[config.mk]
export PLATFORM = sky130hd
export DESIGN_NAME = nand_boot_search
export DESIGN_NICKNAME = d
export VERILOG_FILES = /design/src/rtl/nbs_pkg.sv /design/src/rtl/nbs_rst_sync.sv /design/src/rtl/nbs_fuse_decode.sv /design/src/rtl/nbs_cursor.sv /design/src/rtl/nand_boot_search.sv
export SDC_FILE = /design/constraint.sdc
export NUM_CORES = 1
export LEC_CHECK = 0
export ABC_AREA = 1
export BUFFER_PORTS_ARGS = -buffer_cell sky130_fd_sc_hd__buf_2
export CAP_MARGIN = 20
export CORE_ASPECT_RATIO = 1.75
export CORE_MARGIN = 1.5
export CORE_UTILIZATION = 55
export DETAILED_ROUTE_END_ITERATION = 6
export PLACE_DENSITY = 0.86
export REMOVE_ABC_BUFFERS = 1
export SLEW_MARGIN = 20
export SYNTH_ARGS = -nofsm -noshare
export SYNTH_HDL_FRONTEND = slang
export SYNTH_SLANG_ARGS = --single-unit
[constraint.sdc]
create_clock -name clk -period 5.9 [get_ports clk]
set_clock_uncertainty 0.05 [all_clocks]
set_input_delay 0.295 -clock clk [delete_from_list [all_inputs] [get_ports clk]]
set_output_delay 0.295 -clock clk [all_outputs]
set_load 0.1 [all_outputs]
[src/rtl/nbs_pkg.sv]
package nbs_pkg;
  typedef enum logic [1:0] {
    NBS_IDLE  = 2'd0,
    NBS_ISSUE = 2'd1,
    NBS_WAIT  = 2'd2
  } nbs_state_e;
endpackage

[src/rtl/nbs_rst_sync.sv]
module nbs_rst_sync #(
  parameter int STAGES = 2
) (
  input  logic clk,
  input  logic rst_n,
  output logic rst_n_sync
);
  logic [STAGES-1:0] chain_q;

  always_ff @(posedge clk or negedge rst_n) begin
    if (!rst_n) chain_q <= '0;
    else        chain_q <= {chain_q[STAGES-2:0], 1'b1};
  end

  assign rst_n_sync = chain_q[STAGES-1];
endmodule

[src/rtl/nbs_fuse_decode.sv]
module nbs_fuse_decode #(
  parameter int FUSE_W      = 4,
  parameter int PAGE_W      = 25,
  parameter int STRIDE_UNIT = 64,
  parameter int DEFAULT_EXP = 2,
  localparam int IDX_W      = 2 ** FUSE_W
) (
  input  logic [FUSE_W-1:0] cnt_exp,
  input  logic [FUSE_W-1:0] stride_mult,
  output logic [IDX_W-1:0]  last_idx,
  output logic [PAGE_W-1:0] step
);
  logic [FUSE_W-1:0] eff_exp;
  logic [FUSE_W-1:0] eff_mult;

  always_comb begin
    eff_exp  = (cnt_exp == '0) ? FUSE_W'(DEFAULT_EXP) : cnt_exp;
    eff_mult = (stride_mult == '0) ? FUSE_W'(1) : stride_mult;
    last_idx = (IDX_W'(1) << eff_exp) - IDX_W'(1);
    step     = PAGE_W'(eff_mult) * PAGE_W'(STRIDE_UNIT);
  end
endmodule

[src/rtl/nbs_cursor.sv]
module nbs_cursor #(
  parameter int PAGE_W = 25,
  parameter int IDX_W  = 16
) (
  input  logic              clk,
  input  logic              rst_n,
  input  logic              clr,
  input  logic              adv,
  input  logic [PAGE_W-1:0] step,
  input  logic [IDX_W-1:0]  last_idx,
  output logic [PAGE_W-1:0] page,
  output logic              at_last
);
  logic [PAGE_W-1:0] page_q, page_d;
  logic [IDX_W-1:0]  idx_q, idx_d;
  logic              en;

  always_comb begin
    en     = clr | adv;
    page_d = clr ? '0 : page_q + step;
    idx_d  = clr ? '0 : idx_q + IDX_W'(1);
  end

  always_ff @(posedge clk or negedge rst_n) begin
    if (!rst_n) begin
      page_q <= '0;
      idx_q  <= '0;
    end else if (en) begin
      page_q <= page_d;
      idx_q  <= idx_d;
    end
  end

  assign page    = page_q;
  assign at_last = (idx_q == last_idx);
endmodule

[src/rtl/nand_boot_search.sv]
module nand_boot_search #(
  parameter int FUSE_W      = 4,
  parameter int PAGE_W      = 25,
  parameter int STRIDE_UNIT = 64,
  parameter int DEFAULT_EXP = 2
) (
  input  logic              clk,
  input  logic              rst_n,
  input  logic              start,
  input  logic [FUSE_W-1:0] fuse_cnt_exp,
  input  logic [FUSE_W-1:0] fuse_stride,
  output logic              rd_req,
  output logic [PAGE_W-1:0] rd_page,
  input  logic              rd_done,
  input  logic              ecc_ok,
  input  logic              fp_ok,
  output logic              busy,
  output logic              found,
  output logic [PAGE_W-1:0] found_page,
  output logic              error
);
  import nbs_pkg::*;

  localparam int IDX_W = 2 ** FUSE_W;

  logic rst_n_i;
  nbs_rst_sync #(.STAGES(2)) u_rst (.clk(clk), .rst_n(rst_n), .rst_n_sync(rst_n_i));

  nbs_state_e        state_q, state_d;
  logic [FUSE_W-1:0] exp_q, mult_q;
  logic              found_q, found_d, error_q, error_d;
  logic [PAGE_W-1:0] fpage_q, fpage_d;
  logic              accept, verdict, pass, clr, adv, res_en;
  logic [IDX_W-1:0]  last_idx;
  logic [PAGE_W-1:0] step, page;
  logic              at_last;

  nbs_fuse_decode #(
    .FUSE_W(FUSE_W), .PAGE_W(PAGE_W),
    .STRIDE_UNIT(STRIDE_UNIT), .DEFAULT_EXP(DEFAULT_EXP)
  ) u_dec (
    .cnt_exp(exp_q), .stride_mult(mult_q), .last_idx(last_idx), .step(step)
  );

  nbs_cursor #(.PAGE_W(PAGE_W), .IDX_W(IDX_W)) u_cur (
    .clk(clk), .rst_n(rst_n_i), .clr(clr), .adv(adv),
    .step(step), .last_idx(last_idx), .page(page), .at_last(at_last)
  );

  // next-state logic
  always_comb begin
    accept  = (state_q == NBS_IDLE) && start;
    verdict = (state_q == NBS_WAIT) && rd_done;
    pass    = ecc_ok && fp_ok;
    clr     = accept;
    adv     = verdict && !pass && !at_last;
    state_d = state_q;
    found_d = found_q;
    error_d = error_q;
    fpage_d = fpage_q;
    res_en  = 1'b0;
    unique case (state_q)
      NBS_IDLE: if (accept) begin
        state_d = NBS_ISSUE;
        found_d = 1'b0;
        error_d = 1'b0;
        res_en  = 1'b1;
      end
      NBS_ISSUE: state_d = NBS_WAIT;
      NBS_WAIT: if (verdict) begin
        if (pass) begin
          state_d = NBS_IDLE;
          found_d = 1'b1;
          fpage_d = page;
          res_en  = 1'b1;
        end else if (at_last) begin
          state_d = NBS_IDLE;
          error_d = 1'b1;
          res_en  = 1'b1;
        end else begin
          state_d = NBS_ISSUE;
        end
      end
      default: state_d = NBS_IDLE;
    endcase
  end

  // registers
  always_ff @(posedge clk or negedge rst_n_i) begin
    if (!rst_n_i) begin
      state_q <= NBS_IDLE;
      exp_q   <= '0;
      mult_q  <= '0;
      found_q <= 1'b0;
      error_q <= 1'b0;
      fpage_q <= '0;
    end else begin
      state_q <= state_d;
      if (accept) begin
        exp_q  <= fuse_cnt_exp;
        mult_q <= fuse_stride;
      end
      if (res_en) begin
        found_q <= found_d;
        error_q <= error_d;
        fpage_q <= fpage_d;
      end
    end
  end

  assign rd_req     = (state_q == NBS_ISSUE);
  assign rd_page    = page;
  assign busy       = (state_q != NBS_IDLE);
  assign found      = found_q;
  assign found_page = fpage_q;
  assign error      = error_q;
endmodule

==> impl_summary.log, run 1 <==
INFO  metric critical-path-slowest-cell = dfrtp_1
INFO  metric vias = between 4000 and 5000
INFO  metric grt.overflow.total = 0
INFO  metric timing.hold.worst_endpoint = mult_q[1]
INFO  metric mostFrequentLayoutCell = nand2_1
INFO  metric vias_per_cell = between 5 and 6
INFO  metric post_layout_nonfiller_instances = between 700 and 800
INFO  metric pre_cts_ws = approximately 2.7 ns
INFO  metric most-common-layout-cells = 181 x nand2_1, 70 x nand3_1, 67 x dfrtp_1
INFO  metric placement.io_buffers = 55
INFO  metric grt_first_pass_wirelength = roughly 19000 um
INFO  metric worstSetupEndpointType = register
INFO  metric syn_area = 4370 um2
INFO  metric min_period = 3.19 ns
INFO  metric die_w = about 70 um
INFO  metric initial_utilization = 0.573
INFO  metric rsz0062_at_grt = false
INFO  metric place.detailed.instances = 723
INFO  metric slew-limit-headroom = 0.328
INFO  metric post-cts-setup-buffer-count = 0
INFO  metric timing.final.ws_setup = about 2.7 ns
INFO  metric reg2regPathDepth = 14
INFO  metric min-delay-path-class = in2reg
INFO  metric design.portCount = between 60 and 70
INFO  metric max_freq = roughly 0.31 GHz
INFO  metric ctsLongestPathBuffers = 2
INFO  metric min_path_cells = 3
INFO  metric critical_path.cell_chain = nor2_2 > nand3_1 > ha_1 > nand3b_1 > nand2_1 > nand2_1 > nand2_1 > nand4_1 > nor2_2 > nand3_4 > nand2_4 > nand2_2 > nand2_1 > nand2_1
INFO  metric critical-path-top-cell-by-count = nand2_1
INFO  metric htree_num_levels = 3
INFO  metric area.growth.synth_to_final = 13.3%
INFO  metric regToRegEndpoint = u_cur.page[12]
INFO  metric synth_enable_flop_cells = 0
INFO  metric crit_required = 6.07 ns
INFO  metric finalMaxSlewViolations = 0
INFO  metric first_pass_iters = 5
INFO  metric ant_nets = 0
INFO  metric worst_pin_slew = a little over 1 ns
INFO  metric drive_above_1_share = 0.153
INFO  metric grt_use_total = 0.285
INFO  metric grt_max_degree = 67
INFO  metric power_per_cell_area = ~460 nW/um2
INFO  metric totalWireLength = 11400 um
INFO  metric yosysSeqAreaShare = 0.389
INFO  metric crit_path_max_fanout = 38
INFO  metric max_cap_violations = 0
INFO  metric status = finished clean
INFO  metric report.power.total = around 0.0023 W
INFO  metric ys_warn_count = 0
INFO  metric die_span_y = roughly 120 um
INFO  metric std_cell_rows = between 40 and 50
INFO  metric max_vdd_drop = between 0.3 and 0.4 mV
INFO  metric first_global_vias = between 4000 and 5000
INFO  metric clk-insertion-delay-late = 0.34 ns
INFO  metric arrival = between 3 and 4 ns
INFO  metric dpl.hpwl = about 8200 um
INFO  metric gp_congestion = just under 1
INFO  metric totalNegativeSetupSlack = 0 ns
INFO  metric num-fill-cells = ~640
INFO  metric timing.critical_path.from_type = register
INFO  metric max_stage_delay = ~0.5 ns
INFO  metric cts_tree = built
INFO  metric asyncSetResetFlopFracSynth = 1.00
INFO  metric insertedDiodeCount = 0
INFO  metric final_hold_viol_count = 0
INFO  metric syn_inst = 598
INFO  metric multiInputGateArea = 2280 um2
INFO  metric clock-sinks = a little under 70
INFO  metric die_area = 8510 um2
INFO  metric drc = 0
INFO  metric synth_top_cells_by_area = dfrtp_1 39%, nand2_1 16%, nand3_1 8.0%, xor2_1 5.6%, nor2_1 4.6%
INFO  metric synthDominantCellAreaShare = 0.389
INFO  metric cts_hold_repair.buffers = 1
INFO  metric min_from = fuse_stride[1]
INFO  metric synthDominantAreaCellType = dfrtp_1
INFO  metric design.core.area = 7620 um2
INFO  metric critPathKind = reg2reg
INFO  metric drt-initial-drc-count = about 330
INFO  metric ys_types = 37
INFO  metric clk_root_buffer_cell = clkbuf_16
INFO  metric ff_latch_area = around 1700 um2
INFO  metric min_period_over_period = 0.541
INFO  metric postSynthRegisterBits = 68
INFO  metric dominantRegCellSynth = dfrtp_1
INFO  metric nets_final = around 670
INFO  metric route.detailed.wl_per_inst = 15.3 um
INFO  metric cellLeakagePower = 2.58 nW
INFO  metric cts_made_buffers = 9
INFO  metric path_clk_slew = ~0.05 ns
INFO  metric postCtsResizedCells = 0
INFO  metric setup.reg_to_reg.worst_slack = 2.71 ns
INFO  metric report.final.setup_viol = 0
INFO  metric synthesis.area_per_instance = about 7.3 um2
INFO  metric worst_r2r_start = exp_q[3]
INFO  metric grt_antenna_before_repair = 0
final cells by class:
class	instances	share of cell area
multi-input combinational	452	0.461
sequential	68	0.344
timing repair buffer	58	0.0607
clock buffer	12	0.0538
inverter	58	0.0440
tap	88	0.0222
clock inverter	4	0.0142
worst max-delay path by stage:
stage                  start              end  slack (ns)  cells after the start
global placement    exp_q[3]   u_cur.idx_q[3]        2.85                     14
detailed placement  exp_q[3]   u_cur.page[12]        2.71                     14
global route        exp_q[3]  u_cur.idx_q[12]        2.41                     14
floorplan           exp_q[3]  u_cur.idx_q[10]        3.24                     14
CTS                 exp_q[3]   u_cur.page[12]        2.71                     14
finish              exp_q[3]   u_cur.page[12]        2.71                     14
per-layer routing:
metal | part of all wire | routed length, um | track usage | up-vias
li1 | - | - | - | 2001
met1 | 0.34 | 3900 | 0.288 | 1962
met3 | 0.045 | 516 | 0.0449 | 50
met5 | 0 | 0 | 0 | -
met2 | 0.55 | 6210 | 0.521 | 161
met4 | 0.064 | 732 | 0.196 | 0
worst max-delay path, delay by kind of cell (launching register included):
family | cells | cell delay [ns]
DFF | 1 | 0.50
and+or+nand+nor | 13 | 2.26
adders and majority gates | 1 | 0.25
synthesized netlist by cell type, types with 2 or more instances:
master / count
buf_4: 14
xor2_1: 28
nor2_2: 3
nor3_1: 12
nand4_1: 15
buf_6: 5
nand3_4: 2
nand3b_1: 3
inv_1: 53
mux2_2: 6
nor4_1: 6
nor2_4: 2
xnor2_1: 2
dfrtp_1: 68
o31ai_1: 3
nand2_2: 3
conb_1: 2
ha_1: 6
o21ai_0: 26
buf_1: 2
clkbuf_1: 10
nand3_1: 70
nand2_1: 181
nor2_1: 54
a21oi_1: 6
inv_2: 5
where the power goes:
part / total [W] / switching [W] / internal [W]
Clock: 0.000599 / 0.000196 / 0.000403
Combinational: 0.00103 / 0.000805 / 0.000225
Sequential: 0.000625 / 0.0000871 / 0.000538
state kept, by name, summed over array words and instances, names as in the netlist:
signal,count
error,1
found_page,19
state_q,2
mult_q,4
u_cur.idx_q,16
u_cur.page,19
u_rst.chain_q,2
found,1
exp_q,4
stage by stage:
stage,cell area [um2],hold slack (ns),util
detailed placement,4600,0.0332,0.604
global route,4950,0.118,0.650
CTS,4950,0.108,0.650
finish,4950,0.107,0.650
global placement,4600,0.0293,0.604
floorplan,4200,-0.0506,-
logic make-up after synthesis:
family / synth area share
AO/OA/AOI/OAI: 0.0487
XOR/XNOR: 0.0601
adder cells (fa/ha/maj): 0.0218
buffers and inverters: 0.0982
flip-flops: 0.389
multiplexers: 0.0155
other: 0.00172
AND/OR/NAND/NOR: 0.365
Note: power is estimated with default switching activity, not from simulation.
==> run 2: changes to the inputs <==
Settings changed: CORE_UTILIZATION 55 to 52, PLACE_DENSITY 0.86 to 0.85.
Clock period 5.9 ns to 2.87 ns, I/O delays scaled along.
==> impl_summary.log, run 2 (same netlist as run 1, synthesis figures left out) <==
INFO  metric status = finished clean
INFO  metric timing.final.ws_setup = 0.284 ns (-2.42 ns)
INFO  metric area.growth.synth_to_final = 16.0%
INFO  metric ant_nets = 0 (unchanged)
INFO  metric drive_above_1_share = 0.160 (+0.00705)
INFO  metric most-common-layout-cells = 181 x nand2_1, 70 x nand3_1, 67 x dfrtp_1
INFO  metric crit_path_max_fanout = 25 (-34%)
INFO  metric report.power.total = 0.00464 W (+110%)
INFO  metric min_period_over_period = 0.901 (+0.360)
INFO  metric design.core.area = 8200 um2 (+7.7%)
INFO  metric num-fill-cells = 715 (+12%)
INFO  metric min-delay-path-class = in2reg
INFO  metric crit_required = 3.07 ns (-3.00 ns)
INFO  metric critPathKind = reg2reg
INFO  metric drt-initial-drc-count = 212 (-35%)
INFO  metric critical-path-slowest-cell = dfrtp_1
INFO  metric mostFrequentLayoutCell = nand2_1
INFO  metric slew-limit-headroom = 0.540 (+0.212)
INFO  metric min_from = fuse_cnt_exp[1]
INFO  metric max_freq = 0.387 GHz (+24%)
INFO  metric first_pass_iters = 4 (-1)
INFO  metric worst_r2r_start = exp_q[2]
INFO  metric totalWireLength = 11800 um (+4.3%)
INFO  metric vias_per_cell = 5.45 (-3.4%)
INFO  metric cts_tree = built
INFO  metric post-cts-setup-buffer-count = 0 (unchanged)
INFO  metric gp_congestion = 0.980 (-0.67%)
INFO  metric initial_utilization = 0.533 (-0.0408)
INFO  metric dpl.hpwl = 8710 um (+6.6%)
INFO  metric cts_made_buffers = 9 (unchanged)
INFO  metric reg2regPathDepth = 14 (unchanged)
INFO  metric route.detailed.wl_per_inst = 15.6 um (+1.7%)
INFO  metric placement.io_buffers = 55 (unchanged)
INFO  metric vias = 4136 (-0.91%)
INFO  metric critical_path.cell_chain = nor2_4 > nand3_1 > ha_1 > nand3b_1 > nand2_1 > nand2_1 > nand2_1 > nand4_1 > nor2_2 > nand3_4 > nand2_4 > buf_4 > nand3_1 > o21ai_0
INFO  metric regToRegEndpoint = u_cur.page[8]
INFO  metric totalNegativeSetupSlack = 0 ns (unchanged)
INFO  metric die_w = 72.3 um (+2.7%)
INFO  metric max_stage_delay = 0.48 ns (-0.02 ns)
INFO  metric std_cell_rows = 44 (+4.8%)
INFO  metric worstSetupEndpointType = register
INFO  metric path_clk_slew = 0.06 ns (about the same)
INFO  metric finalMaxSlewViolations = 0 (unchanged)
INFO  metric nets_final = 684 (+2.4%)
INFO  metric grt_max_degree = 56 (-16%)
INFO  metric design.portCount = 68 (unchanged)
INFO  metric drc = 0 (unchanged)
INFO  metric insertedDiodeCount = 0 (unchanged)
INFO  metric grt.overflow.total = 0 (unchanged)
INFO  metric timing.critical_path.from_type = register
INFO  metric die_span_y = 124 um (+2.8%)
INFO  metric power_per_cell_area = 915 nW/um2 (+100%)
INFO  metric grt_first_pass_wirelength = 19500 um (+3.1%)
INFO  metric min_path_cells = 3 (unchanged)
INFO  metric htree_num_levels = 3 (unchanged)
INFO  metric max_vdd_drop = 0.691 mV (+74%)
INFO  metric die_area = 8980 um2 (+5.6%)
INFO  metric setup.reg_to_reg.worst_slack = 0.28 ns (-2.42 ns)
INFO  metric min_period = 2.59 ns (-0.608 ns)
INFO  metric grt_antenna_before_repair = 0 (unchanged)
INFO  metric first_global_vias = 4145 (+0.56%)
INFO  metric max_cap_violations = 0 (unchanged)
INFO  metric timing.hold.worst_endpoint = exp_q[1]
INFO  metric rsz0062_at_grt = false
INFO  metric report.final.setup_viol = 0 (unchanged)
INFO  metric pre_cts_ws = 0.166 ns (-2.55 ns)
INFO  metric clk-insertion-delay-late = 0.33 ns (about the same)
INFO  metric cellLeakagePower = 2.63 nW (+2.0%)
INFO  metric grt_use_total = 0.281 (-0.00446)
INFO  metric clock-sinks = 68 (unchanged)
INFO  metric worst_pin_slew = 0.689 ns (-0.316 ns)
INFO  metric final_hold_viol_count = 0 (unchanged)
INFO  metric clk_root_buffer_cell = clkbuf_16
INFO  metric arrival = 2.78 ns (-0.58 ns)
INFO  metric ctsLongestPathBuffers = 2 (unchanged)
INFO  metric critical-path-top-cell-by-count = nand2_1
-- run 2: per-stage QoR --
step                       util  instances  hold WS, ns  cell area (um2)
after floorplan               -        578       -0.202             4200
after global placement    0.570        736       -0.121             4680
after detailed placement  0.570        736       -0.117             4680
after CTS                 0.617        759      0.00538             5060
after global routing      0.618        759       0.0204             5070
final                     0.618        759       0.0111             5070
-- run 2: final cells by class --
cell class / instances / area, um2 / area share
multi-input cells: 452 / 2290 / 0.452
inverters: 58 / 218 / 0.0429
flip-flops and latches: 68 / 1700 / 0.336
repair buffers: 74 / 438 / 0.0864
well taps: 92 / 115 / 0.0227
clock inverters: 3 / 46.3 / 0.00913
clock buffers: 12 / 256 / 0.0506
-- run 2: worst max-delay path by stage --
| stage | start | end | slack [ns] | cells past startpoint |
|---|---|---|---|---|
| finish | exp_q[2] | u_cur.page[8] | 0.28 | 14 |
| CTS | exp_q[2] | u_cur.page[20] | 0.13 | 14 |
| floorplan | exp_q[3] | u_cur.idx_q[10] | 0.21 | 14 |
| global route | exp_q[2] | u_cur.page[8] | 0.02 | 14 |
| global placement | exp_q[2] | u_cur.idx_q[7] | 0.23 | 14 |
| detailed placement | exp_q[2] | u_cur.page[16] | 0.17 | 14 |
-- run 2: where the power goes --
group | internal [W] | switching (W) | leakage [nW] | total [W]
clock | 0.000716 | 0.000394 | 0.145 | 0.00111
sequential | 0.00111 | 0.000171 | 0.922 | 0.00128
combinational | 0.000520 | 0.00173 | 1.57 | 0.00225
total | 0.00234 | 0.00230 | 2.63 | 0.00464
-- run 2: worst max-delay path, delay by kind of cell, from the launching register on --
kind	cells	cell delay, ns
and+or+nand+nor	11	1.33
DFF	1	0.48
buffers and inverters	1	0.28
adders and majority gates	1	0.24
AOI/OAI and AO/OA	1	0.10
-- run 2: what timing repair did --
| action | 4_1_cts | 5_1_grt |
|---|---|---|
| hold buffers | 8 | 0 |
| hold endpoints to repair | 9 | 0 |
| resized for setup | 0 | 2 |
| endpoints found under the setup margin | 0 | 27 |
-- run 2: layer usage --
layer	vias to the layer above	share of wire	GRT usage
li1	2027	-	-
met1	1964	0.35	0.296
met2	109	0.57	0.510
met3	36	0.029	0.0291
met4	0	0.052	0.175
met5	-	0	0
==> run 3: changes to the inputs <==
Settings changed: CORE_UTILIZATION 52 to 55, PLACE_DENSITY 0.85 to 0.86.
Clock period 2.87 ns to 3 ns, I/O delays scaled along.
==> impl_summary.log, run 3 (same netlist as run 1, synthesis figures left out) <==
INFO  metric placement.io_buffers = 55 (unchanged)
INFO  metric critical-path-top-cell-by-count = nand2_1
INFO  metric first_pass_iters = 5 (+1)
INFO  metric worst_r2r_start = exp_q[3]
INFO  metric status = finished, violations left
INFO  metric cellLeakagePower = 2.63 nW (-0.30%)
INFO  metric vias_per_cell = 5.54 (+1.6%)
INFO  metric max_stage_delay = 0.38 ns (-0.10 ns)
INFO  metric dpl.hpwl = 8610 um (-1.1%)
INFO  metric first_global_vias = 4212 (+1.6%)
INFO  metric die_area = 8510 um2 (-5.3%)
INFO  metric grt_max_degree = 67 (+20%)
INFO  metric nets_final = 683 (-0.15%)
INFO  metric min_period_over_period = 0.917 (+0.0163)
INFO  metric drt-initial-drc-count = 301 (+42%)
INFO  metric min-delay-path-class = in2reg
INFO  metric ant_nets = 0 (unchanged)
INFO  metric die_w = 70.4 um (-2.6%)
INFO  metric die_span_y = 121 um (-2.7%)
INFO  metric report.final.setup_viol = 0 (unchanged)
INFO  metric final_util = 0.662 (+0.0440)
INFO  metric num-fill-cells = 646 (-9.7%)
INFO  metric design.portCount = 68 (unchanged)
INFO  metric clk-insertion-delay-late = 0.34 ns (about the same)
INFO  metric most-common-layout-cells = 181 x nand2_1, 70 x nand3_1, 67 x dfrtp_1
INFO  metric htree_num_levels = 3 (unchanged)
INFO  metric critical_path.cell_chain = nor2_2 > nand3_1 > ha_1 > nand3b_1 > nand2_1 > nand2_1 > nand2_1 > nand4_1 > nor2_2 > nand3_4 > nand2_4 > nand2_2 > nand2_1 > nand2_1
INFO  metric cp_num_buf_inv = 0 (-1)
INFO  metric worstSetupEndpointType = register
INFO  metric cts_made_buffers = 9 (unchanged)
INFO  metric initial_utilization = 0.573 (+0.0408)
INFO  metric min_period = 2.75 ns (+0.166 ns)
INFO  metric finalMaxSlewViolations = 0 (unchanged)
INFO  metric design.core.area = 7620 um2 (-7.1%)
INFO  metric arrival = 2.92 ns (+0.14 ns)
INFO  metric mostFrequentLayoutCell = nand2_1
INFO  metric grt.overflow.total = 0 (unchanged)
INFO  metric crit_required = 3.17 ns (+0.10 ns)
INFO  metric max_freq = 0.363 GHz (-6.0%)
INFO  metric timing.hold.ws = -0.00720 ns (-0.0183 ns)
INFO  metric insertedDiodeCount = 0 (unchanged)
INFO  metric slew-limit-headroom = 0.413 (-0.127)
INFO  metric ctsLongestPathBuffers = 2 (unchanged)
INFO  metric grt_use_total = 0.296 (+0.0159)
INFO  metric max_vdd_drop = 0.814 mV (+18%)
INFO  metric totalNegativeSetupSlack = 0 ns (unchanged)
INFO  metric critPathKind = reg2reg
INFO  metric place.detailed.instances = 732 (-0.54%)
INFO  metric grt_first_pass_wirelength = 19800 um (+1.2%)
INFO  metric max_cap_violations = 0 (unchanged)
INFO  metric drc = 0 (unchanged)
INFO  metric crit_path_max_fanout = 25 (unchanged)
INFO  metric path_clk_slew = 0.05 ns (about the same)
INFO  metric clk_root_buffer_cell = clkbuf_16
INFO  metric power_per_cell_area = 875 nW/um2 (-4.4%)
INFO  metric totalWireLength = 11700 um (-1.1%)
INFO  metric critical-path-slowest-cell = dfrtp_1
INFO  metric area.growth.synth_to_final = 15.5%
INFO  metric vias = 4182 (+1.1%)
INFO  metric cts_tree = built
INFO  metric post-cts-setup-buffer-count = 0 (unchanged)
INFO  metric violations = hold timing
INFO  metric clock-sinks = 68 (unchanged)
INFO  metric grt_antenna_before_repair = 0 (unchanged)
INFO  metric cpLargestDelayFamily = simple AND/OR/NAND/NOR gates
INFO  metric rsz0062_at_grt = false
INFO  metric route.detailed.wl_per_inst = 15.5 um (-0.62%)
INFO  metric drive_above_1_share = 0.163 (+0.00300)
INFO  metric std_cell_rows = 42 (-4.5%)
INFO  metric worst_setup_path_startpoint = exp_q[3]
INFO  metric post_layout_nonfiller_instances = 755 (-0.53%)
INFO  metric final_hold_viol_count = 1 (+1)
INFO  metric gp_congestion = 0.962 (-1.8%)
INFO  metric timing.critical_path.from_type = register
INFO  metric worst_pin_slew = 0.878 ns (+0.189 ns)
INFO  metric min_from = fuse_cnt_exp[3]
-- run 3: cell count changes in the layout (fill, tap and decap cells not counted), sizes merged --
cell,delta
clkbuf,-2
clkinv,+2
clkinvlp,+1
dlygate4sd3,-1
-- run 3: repair_timing --
item / CTS / global route
hold buffers: 7 / 0
resized for setup: 0 / 0
endpoints found under the hold margin: 8 / 0
-- run 3: metrics by stage --
stage / power, W / hold slack (ns) / worst slack [ns] / cell area, um2
after floorplan: 0.00283 / -0.196 / 0.337 / 4200
after global placement: 0.00331 / -0.116 / 0.341 / 4670
after detailed placement: 0.00334 / -0.115 / 0.236 / 4670
after CTS: 0.00443 / 0.000485 / 0.226 / 5040
after global routing: 0.00466 / 0.0198 / 0.000721 / 5040
final: 0.00441 / -0.00720 / 0.248 / 5040
-- run 3: worst reg2reg max path: stages (launching register included) --
cell,delay [ns]
dfrtp_1,0.38
nor2_2,0.29
nand3_1,0.12
ha_1,0.25
nand3b_1,0.20
nand2_1,0.09
nand2_1,0.05
nand2_1,0.07
nand4_1,0.09
nor2_2,0.16
nand3_4,0.16
nand2_4,0.17
nand2_2,0.32
nand2_1,0.18
nand2_1,0.07
-- run 3: path summary, 6_finish.rpt --
| kind | end | slack [ns] | cells after the start |
|---|---|---|---|
| max | u_cur.page[15] | 0.25 | 14 |
| min | exp_q[3] | -0.007 | 3 |
| max reg2reg | u_cur.page[15] | 0.25 | 14 |
| min reg2reg | u_rst.chain_q[1] | 0.30 | 0 |
| max in group asynchronous | found_page[15] | 1.94 | 1 |
| min in group asynchronous | u_rst.chain_q[0] | 0.08 | 2 |
-- run 3: final cells by class --
type                            count  area (um2)  share of cell area
Clock inverter                      6        63.8              0.0126
Sequential cell                    68        1700               0.338
Clock buffer                       10         239              0.0474
Multi-Input combinational cell    452        2280               0.453
Inverter                           58         218              0.0432
Tap cell                           88         110              0.0218
Timing Repair Buffer               73         428              0.0848
-- run 3: where the power goes --
part           internal (W)  leakage (nW)  switching (W)  total (W)
clock              0.000663         0.144       0.000394    0.00106
combinational      0.000499          1.56        0.00165    0.00215
sequential          0.00106         0.922       0.000146    0.00120
-- run 3: routing by layer --
metal,routed length [um],vias up,global-route usage
met5,0,-,0
met4,660,0,0.178
met3,446,47,0.0424
met2,6390,129,0.549
met1,4210,1975,0.308
li1,-,2031,-
